`src/rtl/ep_hs_pkg.sv`:
```
package ep_hs_pkg;
   localparam int unsigned NFLAG      = 6;
   localparam int unsigned B_RXRDY    = 0;
   localparam int unsigned B_TXRDY    = 1;
   localparam int unsigned B_STALLREQ = 2;
   localparam int unsigned B_DATAEND  = 3;
   localparam int unsigned B_FSTALL   = 4;
   localparam int unsigned B_SETUPEND = 5;
   localparam int unsigned B_SVC_RX   = 6;
   localparam int unsigned B_SVC_SE   = 7;
   localparam int unsigned MIN_DW     = 8;

   typedef logic [NFLAG-1:0] flag_vec_t;

   typedef struct packed {
      logic status_done;
      logic early_end;
      logic proto_err;
      logic tx_done;
      logic rx_pkt;
   } hs_events_t;
endpackage

```
`src/rtl/ep_hs_decode.sv`:
```
module ep_hs_decode
   import ep_hs_pkg::*;
#(
   parameter int unsigned DW = 8
) (
   input  logic          wr_en,
   input  logic [DW-1:0] wr_data,
   input  hs_events_t    ev,
   output flag_vec_t     set_v,
   output flag_vec_t     clr_v
);
   generate
      if (DW < MIN_DW) begin : g_bad_dw
         $error("ep_hs_decode: DW must be at least 8");
      end
   endgenerate

   logic wr_one_txrdy, wr_one_dataend, wr_svc_rx, wr_svc_se;

   always_comb begin
      wr_one_txrdy   = wr_en & wr_data[B_TXRDY];
      wr_one_dataend = wr_en & wr_data[B_DATAEND];
      wr_svc_rx      = wr_en & wr_data[B_SVC_RX];
      wr_svc_se      = wr_en & wr_data[B_SVC_SE];

      set_v = '0;
      clr_v = '0;

      // receive-ready: hardware sets, serviced strobe clears
      set_v[B_RXRDY]    = ev.rx_pkt;
      clr_v[B_RXRDY]    = wr_svc_rx;
      // transmit-ready: firmware sets, hardware clears
      set_v[B_TXRDY]    = wr_one_txrdy;
      clr_v[B_TXRDY]    = ev.tx_done;
      // stall request: plain firmware bit
      set_v[B_STALLREQ] = wr_en & wr_data[B_STALLREQ];
      clr_v[B_STALLREQ] = wr_en & ~wr_data[B_STALLREQ];
      // data-end: firmware sets, status completion clears
      set_v[B_DATAEND]  = wr_one_dataend;
      clr_v[B_DATAEND]  = ev.status_done;
      // forced-stall: hardware sets, firmware writes 0 to clear
      set_v[B_FSTALL]   = ev.proto_err;
      clr_v[B_FSTALL]   = wr_en & ~wr_data[B_FSTALL];
      // setup-end: hardware sets, serviced strobe clears
      set_v[B_SETUPEND] = ev.early_end;
      clr_v[B_SETUPEND] = wr_svc_se;
   end
endmodule

```
`src/rtl/ep_hs_flag.sv`:
```
module ep_hs_flag #(
   parameter bit SET_WINS = 1'b1
) (
   input  logic clk,
   input  logic rst_n,
   input  logic set_i,
   input  logic clr_i,
   output logic q
);
   logic nxt;

   generate
      if (SET_WINS) begin : g_set_pri
         always_comb begin
            if (set_i)      nxt = 1'b1;
            else if (clr_i) nxt = 1'b0;
            else            nxt = q;
         end
      end else begin : g_clr_pri
         always_comb begin
            if (clr_i)      nxt = 1'b0;
            else if (set_i) nxt = 1'b1;
            else            nxt = q;
         end
      end
   endgenerate

   always_ff @(posedge clk) begin
      if (!rst_n) q <= 1'b0;
      else        q <= nxt;
   end
endmodule

```
`src/rtl/ep_hs_rdmux.sv`:
```
module ep_hs_rdmux
   import ep_hs_pkg::*;
#(
   parameter int unsigned DW = 8
) (
   input  flag_vec_t     flags,
   output logic [DW-1:0] rd_data
);
   localparam int unsigned PAD = DW - NFLAG;

   generate
      if (DW < MIN_DW) begin : g_bad_dw
         $error("ep_hs_rdmux: DW must be at least 8");
      end
   endgenerate

   // strobe positions and any upper padding read as zero
   always_comb rd_data = {{PAD{1'b0}}, flags};
endmodule

```
`src/rtl/ctl_ep_hsreg.sv`:
```
module ctl_ep_hsreg
   import ep_hs_pkg::*;
#(
   parameter int unsigned DW            = 8,
   parameter logic [5:0]  SET_WINS_MASK = 6'h3F
) (
   input  logic          clk,
   input  logic          rst_n,
   input  logic          wr_en,
   input  logic [DW-1:0] wr_data,
   output logic [DW-1:0] rd_data,
   input  logic          ev_rx_pkt,
   input  logic          ev_tx_done,
   input  logic          ev_proto_err,
   input  logic          ev_early_end,
   input  logic          ev_status_done,
   output logic          busy_o
);
   generate
      if (DW < MIN_DW) begin : g_bad_dw
         $error("ctl_ep_hsreg: DW must be at least 8");
      end
   endgenerate

   hs_events_t ev;
   flag_vec_t  set_v, clr_v, flags;

   always_comb begin
      ev.rx_pkt      = ev_rx_pkt;
      ev.tx_done     = ev_tx_done;
      ev.proto_err   = ev_proto_err;
      ev.early_end   = ev_early_end;
      ev.status_done = ev_status_done;
   end

   ep_hs_decode #(.DW(DW)) u_decode (
      .wr_en   (wr_en),
      .wr_data (wr_data),
      .ev      (ev),
      .set_v   (set_v),
      .clr_v   (clr_v)
   );

   generate
      for (genvar gi = 0; gi < NFLAG; gi++) begin : g_flag
         ep_hs_flag #(.SET_WINS(SET_WINS_MASK[gi])) u_flag (
            .clk   (clk),
            .rst_n (rst_n),
            .set_i (set_v[gi]),
            .clr_i (clr_v[gi]),
            .q     (flags[gi])
         );
      end
   endgenerate

   ep_hs_rdmux #(.DW(DW)) u_rdmux (
      .flags   (flags),
      .rd_data (rd_data)
   );

   always_comb busy_o = flags[B_SETUPEND];
endmodule

```
`config.mk`:
```
export PLATFORM = sky130hd
export DESIGN_NAME = ctl_ep_hsreg
export DESIGN_NICKNAME = d
export VERILOG_FILES = /design/src/rtl/ep_hs_pkg.sv /design/src/rtl/ep_hs_decode.sv /design/src/rtl/ep_hs_flag.sv /design/src/rtl/ep_hs_rdmux.sv /design/src/rtl/ctl_ep_hsreg.sv
export SDC_FILE = /design/constraint.sdc
export NUM_CORES = 1
export LEC_CHECK = 0
export CAP_MARGIN = 10
export CORE_AREA = 2 2 39 41
export DETAILED_ROUTE_END_ITERATION = 12
export DIE_AREA = 0 0 41 43
export DONT_BUFFER_PORTS = 1
export GPL_TIMING_DRIVEN = 1
export SYNTH_ARGS = -nofsm -noshare
export SYNTH_HDL_FRONTEND = slang
export SYNTH_HIERARCHICAL = 1
export SYNTH_SLANG_ARGS = --single-unit
```
`constraint.sdc`:
```
create_clock -name clk -period 1.05 [get_ports clk]
set_input_delay 0.21 -clock clk [delete_from_list [all_inputs] [get_ports clk]]
set_output_delay 0.21 -clock clk [all_outputs]
set_load 0.05 [all_outputs]
```
; After elaboration in Yosys (flattened, before gate mapping)
; Index checks and enable logic that the tools add are counted.
[word_totals]
mem_bits_ro = 0
memories = 0
ff_bits = 6
mem_bits_rw = 0
latch_bits = 0
elab_cells = 33
[op_classes]
bitwise_logic = 9
n_mul = 0
magnitude_cmp = 0
n_shift = 0
add_sub_neg = 0
n_div = 0
n_reduce_logical = 6
muxes = 12
n_eq_ne = 0
[ops]
columns = op, n
row1 = two-way mux 1 bit, 12
row2 = nonzero test 2 bit, 6
row3 = AND 1 bit, 7
row4 = NOT 1 bit, 2

; Longest topological paths before layout
; Gate-level depths: netlist of run 1.
[logic_depth]
word_depth = 4
ltp_mapped = 4
mapped_depth_nobuf = 3

; By module
; Netlist of run 1, hierarchy kept.
[modules_own_cells]
columns = mod, n_inst, cells_per_inst, seq_area_each_um2, area_each_um2
row1 = ep_hs_flag, 6, 3, 20.0, 41.3
row2 = ep_hs_decode, 1, 16, 0.0, 122.6
row3 = ep_hs_rdmux, 1, 9, 0.0, 63.8

; Least setup slack after synthesis of run 1
; No wires, ideal clock.
[synth_timing]
path_kind = reg2out
from = register g_flag[5].u_flag.q
to = output rd_data[5]
required_time_ns = 0.840
stages_incl_launch_ff = 2
arrival_time_ns = 0.914
path_slack_ns = -0.074
cell_sequence = dfxtp_1 -> buf_4
[synth_lines]
columns = element, line_no
row1 = start: declaration, ep_hs_flag.sv:8  ; output logic q
row2 = start signal: assignment, ep_hs_flag.sv:30  ; else q <= nxt;
row3 = end: declaration, ctl_ep_hsreg.sv:11  ; output logic [DW-1:0] rd_data,
; No word-level cell between the ends.

; Worst setup path in the final report of run 1
[layout_timing]
from = register g_flag[4].u_flag.q
to = output rd_data[4]
[layout_lines]
columns = element, line_no
row1 = start: declaration, ep_hs_flag.sv:8
row2 = start signal: assignment, ep_hs_flag.sv:30
; No word-level cell between the ends.

==> results of run 1 <==
Yosys cell counts (all sizes together):
| master | n | area (µm²) |
|---|---|---|
| buf | 17 | 128 |
| dfxtp | 6 | 120 |
| nor2b | 6 | 82.6 |
| o21a | 6 | 45.0 |
| and2 | 5 | 37.5 |
| and2b | 2 | 17.5 |
| conb | 1 | 3.75 |
power by group through the flow:
stage               Sequential (mW)  Clock [mW]  Combinational (mW)
global placement              0.256           0               0.159
finish                        0.252       0.213               0.158
global route                  0.253       0.237               0.166
CTS                           0.252       0.223               0.159
floorplan                     0.264           0               0.170
detailed placement            0.257           0               0.159
final cells by class:
| class | instances | area [µm²] | area share |
|---|---|---|---|
| clock buffers | 3 | 22.5 | 0.0547 |
| repair buffers | 6 | 57.6 | 0.140 |
| flip-flops and latches | 6 | 121 | 0.295 |
| multi-input cells | 21 | 190 | 0.462 |
| well taps | 16 | 20.0 | 0.0486 |
layer usage:
metal | vias to the layer above | GRT usage | part of all wire
li1 | 103 | - | -
met1 | 94 | 0.0645 | 0.32
met2 | 11 | 0.103 | 0.58
met3 | 0 | 0.0576 | 0.10
met4 | 0 | 0.0800 | 0
met5 | - | 0 | 0
per-stage QoR:
stage | instances | area, µm² | hold WS (ns)
global placement | 49 | 389 | 0.329
finish | 52 | 412 | 0.0874
CTS | 52 | 412 | 0.0763
detailed placement | 49 | 389 | 0.333
floorplan | 44 | 439 | 0.327
global route | 52 | 412 | 0.0706
cell families (layout without fill, tap and decap cells):
| kind of cell | count (synthesis) | count (layout) | share of synthesized area |
|---|---|---|---|
| buffers and inverters | 17 | 9 | 0.294 |
| AND/OR/NAND/NOR | 13 | 13 | 0.317 |
| AO/OA/AOI/OAI | 6 | 6 | 0.104 |
| flip-flops | 6 | 6 | 0.277 |
| other | 1 | 2 | 0.00864 |
worst paths after layout:
check / to / slack, ns / startpoint
min: g_flag[3].u_flag/q$_SDFFE_PN0P_ / 0.09 / rst_n
min reg2reg: g_flag[3].u_flag/q$_SDFFE_PN0P_ / 0.57 / g_flag[3].u_flag/q$_SDFFE_PN0P_
max reg2reg: g_flag[5].u_flag/q$_SDFFE_PN0P_ / 0.35 / g_flag[5].u_flag/q$_SDFFE_PN0P_
max: rd_data[4] / 0.08 / g_flag[4].u_flag/q$_SDFFE_PN0P_
==> flow_summary.toml, run 1 <==
[power_and_ir_drop]
comb_power_share = 0.254
clock_power_share = 0.342
p_int_mw = 0.437
switching_share = 0.299
p_total_mw = 0.623
p_sw_mw = 0.186
p_leak_nw = 0.177
cellPowerDensity_mw_per_mm2 = 1510
seqPwrFrac = 0.405
vdd_drop_max_mv = 0.527

[global_route]
grt_pass1_vias = 195
antenna_found_initial = 0
grt.total_usage = 0.0764
grt-ovfl-total = 0
grt_pass1_wl_um = 786
grt_max_degree = 8

[drt]
first_pass_iters = 3
drc = 0
ant_nets = 0
post_drt_wl_per_cell_um = 10.0
drt_iter0_drc = 5
vias_per_cell = 4.00
num_vias = 208
wl_um = 520

[logic_synthesis]
syn_avg_cell_area_um2 = 10.1
ys_ff_latch = 6
syn_area_um2 = 434
syn_inst = 43
synth-seq-area-share = 0.277
yosysWarnings = 6
synthDistinctLibCells = 7

[timing]
timing.setup.tns_ns = 0
slew_viol_final = 0
final.period_utilization = 0.925
rsz0062_at_grt = "false"
setup_viol_count_final = 0
hold_viol = 0
skew_ns = 0
fin_crit_ns = 0.972
max_freq_ghz = 1.03
worst_slack_ns = 0.0783

[floorplan]
rows = 14
initial_utilization = 0.314
fp.dieH_um = 43
core-area_mm2 = 0.00138
io_pins = 25
die_w_um = 41
die_area_mm2 = 0.00176

[clock_network]
clock_sinks = 6
cts_setup_buffers = 0
root_buffer = "clkbuf_4"
cts.clk_slew.worst_paths_ns = 0.05
cts_tree = "built"
clkLatencyLatePin_ns = 0.24
htree_levels = 1
postCtsHoldBufs = 0
numCtsBuffers = 3
clk_path_buf_depth = 2
cts_resized = 0

[cells_and_area]
regMostFlops = "g_flag.u_flag/q"
fin_util = 0.297
largest_reg_flops = 6
syn2layout_area_growth_pct = -5.19
layout_common_cells = "nor2b_4, o21a_1, dfxtp_1, buf_4, and2_2"
antenna_cells = 0
layout-drive-gt1-share = 0.639
n_fill_cell = 154
reg_top3 = "g_flag.u_flag/q (6)"
layout.nets = 54

[setup_path]
cp.arrival_ns = 0.76
cp-start-kind = "flop"
required_ns = 0.84
worst-setup-path-type = "reg -> out"
crit_cells = 1
cpMaxStageDelayCell = "dfxtp_1"
r2r_cells = 2
max_stage_delay_ns = 0.32
cp_top_family = "flip-flops"
critPathMaxFanout = 2
path_cells = "buf_4"
crit_path_end_kind = "output port"
crit_buf_inv = 1

[hold_path]
worstHoldPathType = "in -> reg"
whs_path_depth = 1

[status]
status = "completed"

[placement]
pre_cts_ws_ns = 0.325
port_buffers = 0
place_congestion = 0.548

[run]
cap_violations = 0
(Power assumes the default switching activity.)
==> run 2: changes to the inputs <==
Settings changed: RECOVER_POWER set to 50, SKIP_CTS_REPAIR_TIMING set to 1.
==> run 2 against run 1 <==
Largest cell class unchanged. Worst setup slack gained 0.0057 ns. Via count is the same. Cell area shrank 7.3%. Critical path depth is the same. Final cell count is the same. Clock skew is the same. Combinational power shrank 7%. Sequential cell count is the same. Clock power is essentially flat.
==> flow_summary.toml, run 2 (synthesis gave the netlist of run 1 again) <==
[setup_path]
r2r_cells = 2
startpoint = "g_flag[5].u_flag/q$_SDFFE_PN0P_"
crit_cells = 1
worst-setup-path-type = "reg -> out"
critPathMaxFanout = 2
crit_path_end_kind = "output port"
required_ns = 0.84
cp.arrival_ns = 0.76
path_cells = "buf_12"
cp_top_family = "flip-flops"
cpMaxStageDelayCell = "dfxtp_2"
crit_buf_inv = 1
max_stage_delay_ns = 0.34
cp-start-kind = "flop"
r2r-start = "g_flag[5].u_flag/q$_SDFFE_PN0P_"

[drt]
ant_nets = 0
route.met2.wl_um = 304
vias_per_cell = 4.00
route.met3.wl_um = 50
drc = 0
drt_iter0_drc = 5
num_vias = 208
drt-met1-wl_um = 184
top_layer = "met3"
wl_um = 539
first_pass_iters = 3
post_drt_wl_per_cell_um = 10.4

[timing]
rsz0062_at_grt = "false"
timing.setup.tns_ns = 0
setup_viol_count_final = 0
slew_viol_final = 0
fin_crit_ns = 0.966
skew_ns = 0
final.period_utilization = 0.920
timing.hold.ws_ns = 0.0869
max_freq_ghz = 1.04
hold_viol = 0

[clock_network]
clkLatencyLatePin_ns = 0.24
cts.clk_slew.worst_paths_ns = 0.05
cts_tree = "built"
htree_levels = 1
numCtsBuffers = 3
root_buffer = "clkbuf_4"
clock_sinks = 6
clk_path_buf_depth = 2

[floorplan]
die_area_mm2 = 0.00176
die_w_um = 41
fp.dieH_um = 43
io_pins = 25
core-area_mm2 = 0.00138
rows = 14
initial_utilization = 0.314

[global_route]
grt_max_degree = 8
grt-ovfl-total = 0
grt_pass1_wl_um = 786
antenna_found_initial = 0
grt_pass1_vias = 195
grt.total_usage = 0.0764

[cells_and_area]
layout_common_cells = "o21a_1, dfxtp_1, buf_4, and2_2"
layout-drive-gt1-share = 0.583
largest_reg_flops = 6
regMostFlops = "g_flag.u_flag/q"
final_common_cell = "o21a_1"
layout.nets = 54
fin_util = 0.276
antenna_cells = 0
syn2layout_area_growth_pct = -12.1
reg_top3 = "g_flag.u_flag/q (6)"

[power_and_ir_drop]
clock_power_share = 0.346
p_int_mw = 0.428
p_sw_mw = 0.182
vdd_drop_max_mv = 0.478
switching_share = 0.298
cellPowerDensity_mw_per_mm2 = 1600
seqPwrFrac = 0.412
p_leak_nw = 0.167
comb_power_share = 0.241

[placement]
place_congestion = 0.548
port_buffers = 0

[status]
status = "completed"

[hold_path]
hp-start = "rst_n"
whs_path_depth = 1
worstHoldPathType = "in -> reg"

[run]
cap_violations = 0
==> run 2: power by group through the flow <==
stage	Sequential [mW]	Combinational (mW)	Clock, mW
floorplan	0.264	0.170	0
global placement	0.256	0.159	0
detailed placement	0.257	0.159	0
CTS	0.252	0.159	0.223
global route	0.253	0.154	0.237
finish	0.252	0.147	0.211
==> run 2: routing by layer <==
layer  vias to the layer above  track usage
met5                         -            0
met4                         0       0.0800
met3                         0       0.0576
met2                        11        0.103
met1                        95       0.0645
li1                        102            -
==> run 2: path summary, 6_finish.rpt <==
kind,endpoint,slack [ns]
hold / removal,g_flag[5].u_flag/q$_SDFFE_PN0P_,0.09
setup / recovery,rd_data[5],0.08
setup reg to reg,g_flag[5].u_flag/q$_SDFFE_PN0P_,0.35
hold reg to reg,g_flag[1].u_flag/q$_SDFFE_PN0P_,0.57
==> run 2: per-stage QoR <==
stage	setup WS [ns]	std cells	instance area [µm²]	total power, mW
3_5_place_dp	0.325	49	389	0.416
3_3_place_gp	0.329	49	389	0.415
6_report	0.0840	52	382	0.610
2_1_floorplan	0.111	44	439	0.434
4_1_cts	0.0617	52	412	0.635
5_1_grt	0.0419	52	382	0.644
==> run 2: final cells by class <==
type                            instances  area [µm²]
Multi-Input combinational cell         21         160
Fill cell                             157        1000
Clock buffer                            3        22.5
Tap cell                               16        20.0
Sequential cell                         6         121
Timing Repair Buffer                    6        57.6
==> run 3: changes to the inputs <==
Settings changed: SKIP_CTS_REPAIR_TIMING 1 to not set.
Clock period 1.05 ns to 1.2 ns, I/O delays scaled along.
==> run 3 against run 2 <==
First-iteration DRC count shrank 100%. Power shrank 14%. Final cell count is the same. Register-to-register slack gained 0.15 ns. Critical endpoint is now busy_o. Core utilization shrank 1.9 points. Count of clock-buffer cells in the layout is the same. Cell area shrank 6.9%. Global-route usage shrank 1.2 points. Largest cell class unchanged. Sequential share of layout area grew 2.0 points. Via count grew 0.48%. Clock skew is the same.
==> flow_summary.toml, run 3 (synthesis gave the netlist of run 1 again) <==
[power_and_ir_drop]
comb_power_share = 0.227
cellPowerDensity_mw_per_mm2 = 1470
p_leak_nw = 0.158
seqPwrFrac = 0.419
clock_power_share = 0.354
switching_share = 0.302
p_sw_mw = 0.157
p_total_mw = 0.522
vdd_drop_max_mv = 0.404
p_int_mw = 0.365

[floorplan]
die_w_um = 41
io_pins = 25
core-area_mm2 = 0.00138
rows = 14
fp.dieH_um = 43
initial_utilization = 0.314
die_area_mm2 = 0.00176

[clock_network]
numCtsBuffers = 3
cts_setup_buffers = 0
cts.clk_slew.worst_paths_ns = 0.05
clk_path_buf_depth = 2
clock_sinks = 6
clkLatencyLatePin_ns = 0.24
root_buffer = "clkbuf_4"
htree_levels = 1
postCtsHoldBufs = 0
cts_resized = 0
cts_tree = "built"

[setup_path]
r2r_cells = 2
required_ns = 0.96
crit_cells = 1
critPathMaxFanout = 2
cpMaxStageDelayCell = "dfxtp_1"
r2r_slack_ns = 0.50
crit_path_end_kind = "output port"
path_cells = "buf_4"
cp-start-kind = "flop"
cp.arrival_ns = 0.85
worst-setup-path-type = "reg -> out"
max_stage_delay_ns = 0.32
cp_top_family = "flip-flops"
crit_buf_inv = 1

[timing]
skew_ns = 0
max_freq_ghz = 0.916
fin_crit_ns = 1.09
timing.setup.tns_ns = 0
setup_viol_count_final = 0
hold_viol = 0
rsz0062_at_grt = "false"
final.period_utilization = 0.910
slew_viol_final = 0

[drt]
drt_iter0_drc = 0
ant_nets = 0
wl_um = 560
drc = 0
num_vias = 209
post_drt_wl_per_cell_um = 10.8
first_pass_iters = 1
vias_per_cell = 4.02

[hold_path]
worstHoldPathType = "in -> reg"
whs_path_depth = 1

[placement]
port_buffers = 0
dp_hpwl_um = 449
place_congestion = 0.553

[global_route]
grt-ovfl-total = 0
grt_pass1_vias = 194
grt.total_usage = 0.0643
grt_pass1_wl_um = 696
grt_max_degree = 8
antenna_found_initial = 0

[cells_and_area]
largest_reg_flops = 6
layout.nets = 54
syn2layout_area_growth_pct = -18.2
reg_top3 = "g_flag.u_flag/q (6)"
regMostFlops = "g_flag.u_flag/q"
antenna_cells = 0
layout_common_cells = "o21a_1, dfxtp_1, buf_4"
layout-drive-gt1-share = 0.472

[run]
cap_violations = 0

[status]
status = "completed"
run 3: changes by cell type in the layout (fill, tap and decap cells not counted):
cell / delta
nor2b_1: +3
nor2b_2: -2
buf_12: -1
buf_4: +1
dfxtp_1: +1
dfxtp_2: -1
nor2b_4: -1
run 3: stage by stage:
stage | utilization | instances | hold slack, ns | worst slack, ns | cell area [µm²]
after global routing | 0.257 | 52 | 0.107 | 0.0637 | 355
final | 0.257 | 52 | 0.115 | 0.108 | 355
after global placement | 0.271 | 49 | 0.361 | 0.369 | 375
after floorplan | - | 44 | 0.357 | 0.0463 | 438
after CTS | 0.288 | 52 | 0.108 | 0.0937 | 398
after detailed placement | 0.271 | 49 | 0.364 | 0.366 | 375
run 3: final cells by class:
| type | instances | area [µm²] |
|---|---|---|
| fill | 148 | 1030 |
| multi-input combinational | 21 | 148 |
| sequential | 6 | 120 |
| timing repair buffer | 6 | 45.0 |
| clock buffer | 3 | 22.5 |
| tap | 16 | 20.0 |
run 3: final timing paths:
kind                                         from                         endpoint
hold reg to reg   g_flag[3].u_flag/q$_SDFFE_PN0P_  g_flag[3].u_flag/q$_SDFFE_PN0P_
hold / removal                              rst_n  g_flag[3].u_flag/q$_SDFFE_PN0P_
setup / recovery  g_flag[5].u_flag/q$_SDFFE_PN0P_                           busy_o
setup reg to reg  g_flag[3].u_flag/q$_SDFFE_PN0P_  g_flag[3].u_flag/q$_SDFFE_PN0P_
run 3: power groups by stage:
stage               Combinational, mW  Clock, mW  Sequential [mW]
floorplan                       0.149          0            0.230
global placement                0.133          0            0.222
detailed placement              0.134          0            0.223
CTS                             0.134      0.196            0.219
global route                    0.124      0.203            0.221
finish                          0.118      0.185            0.219
run 3: routing by layer:
| metal | global-route usage | part of all wire | up-vias |
|---|---|---|---|
| li1 | - | - | 101 |
| met5 | 0 | 0 | - |
| met3 | 0.0733 | 0.16 | 0 |
| met1 | 0.0611 | 0.38 | 92 |
| met2 | 0.0875 | 0.46 | 16 |
| met4 | 0.0200 | 0 | 0 |
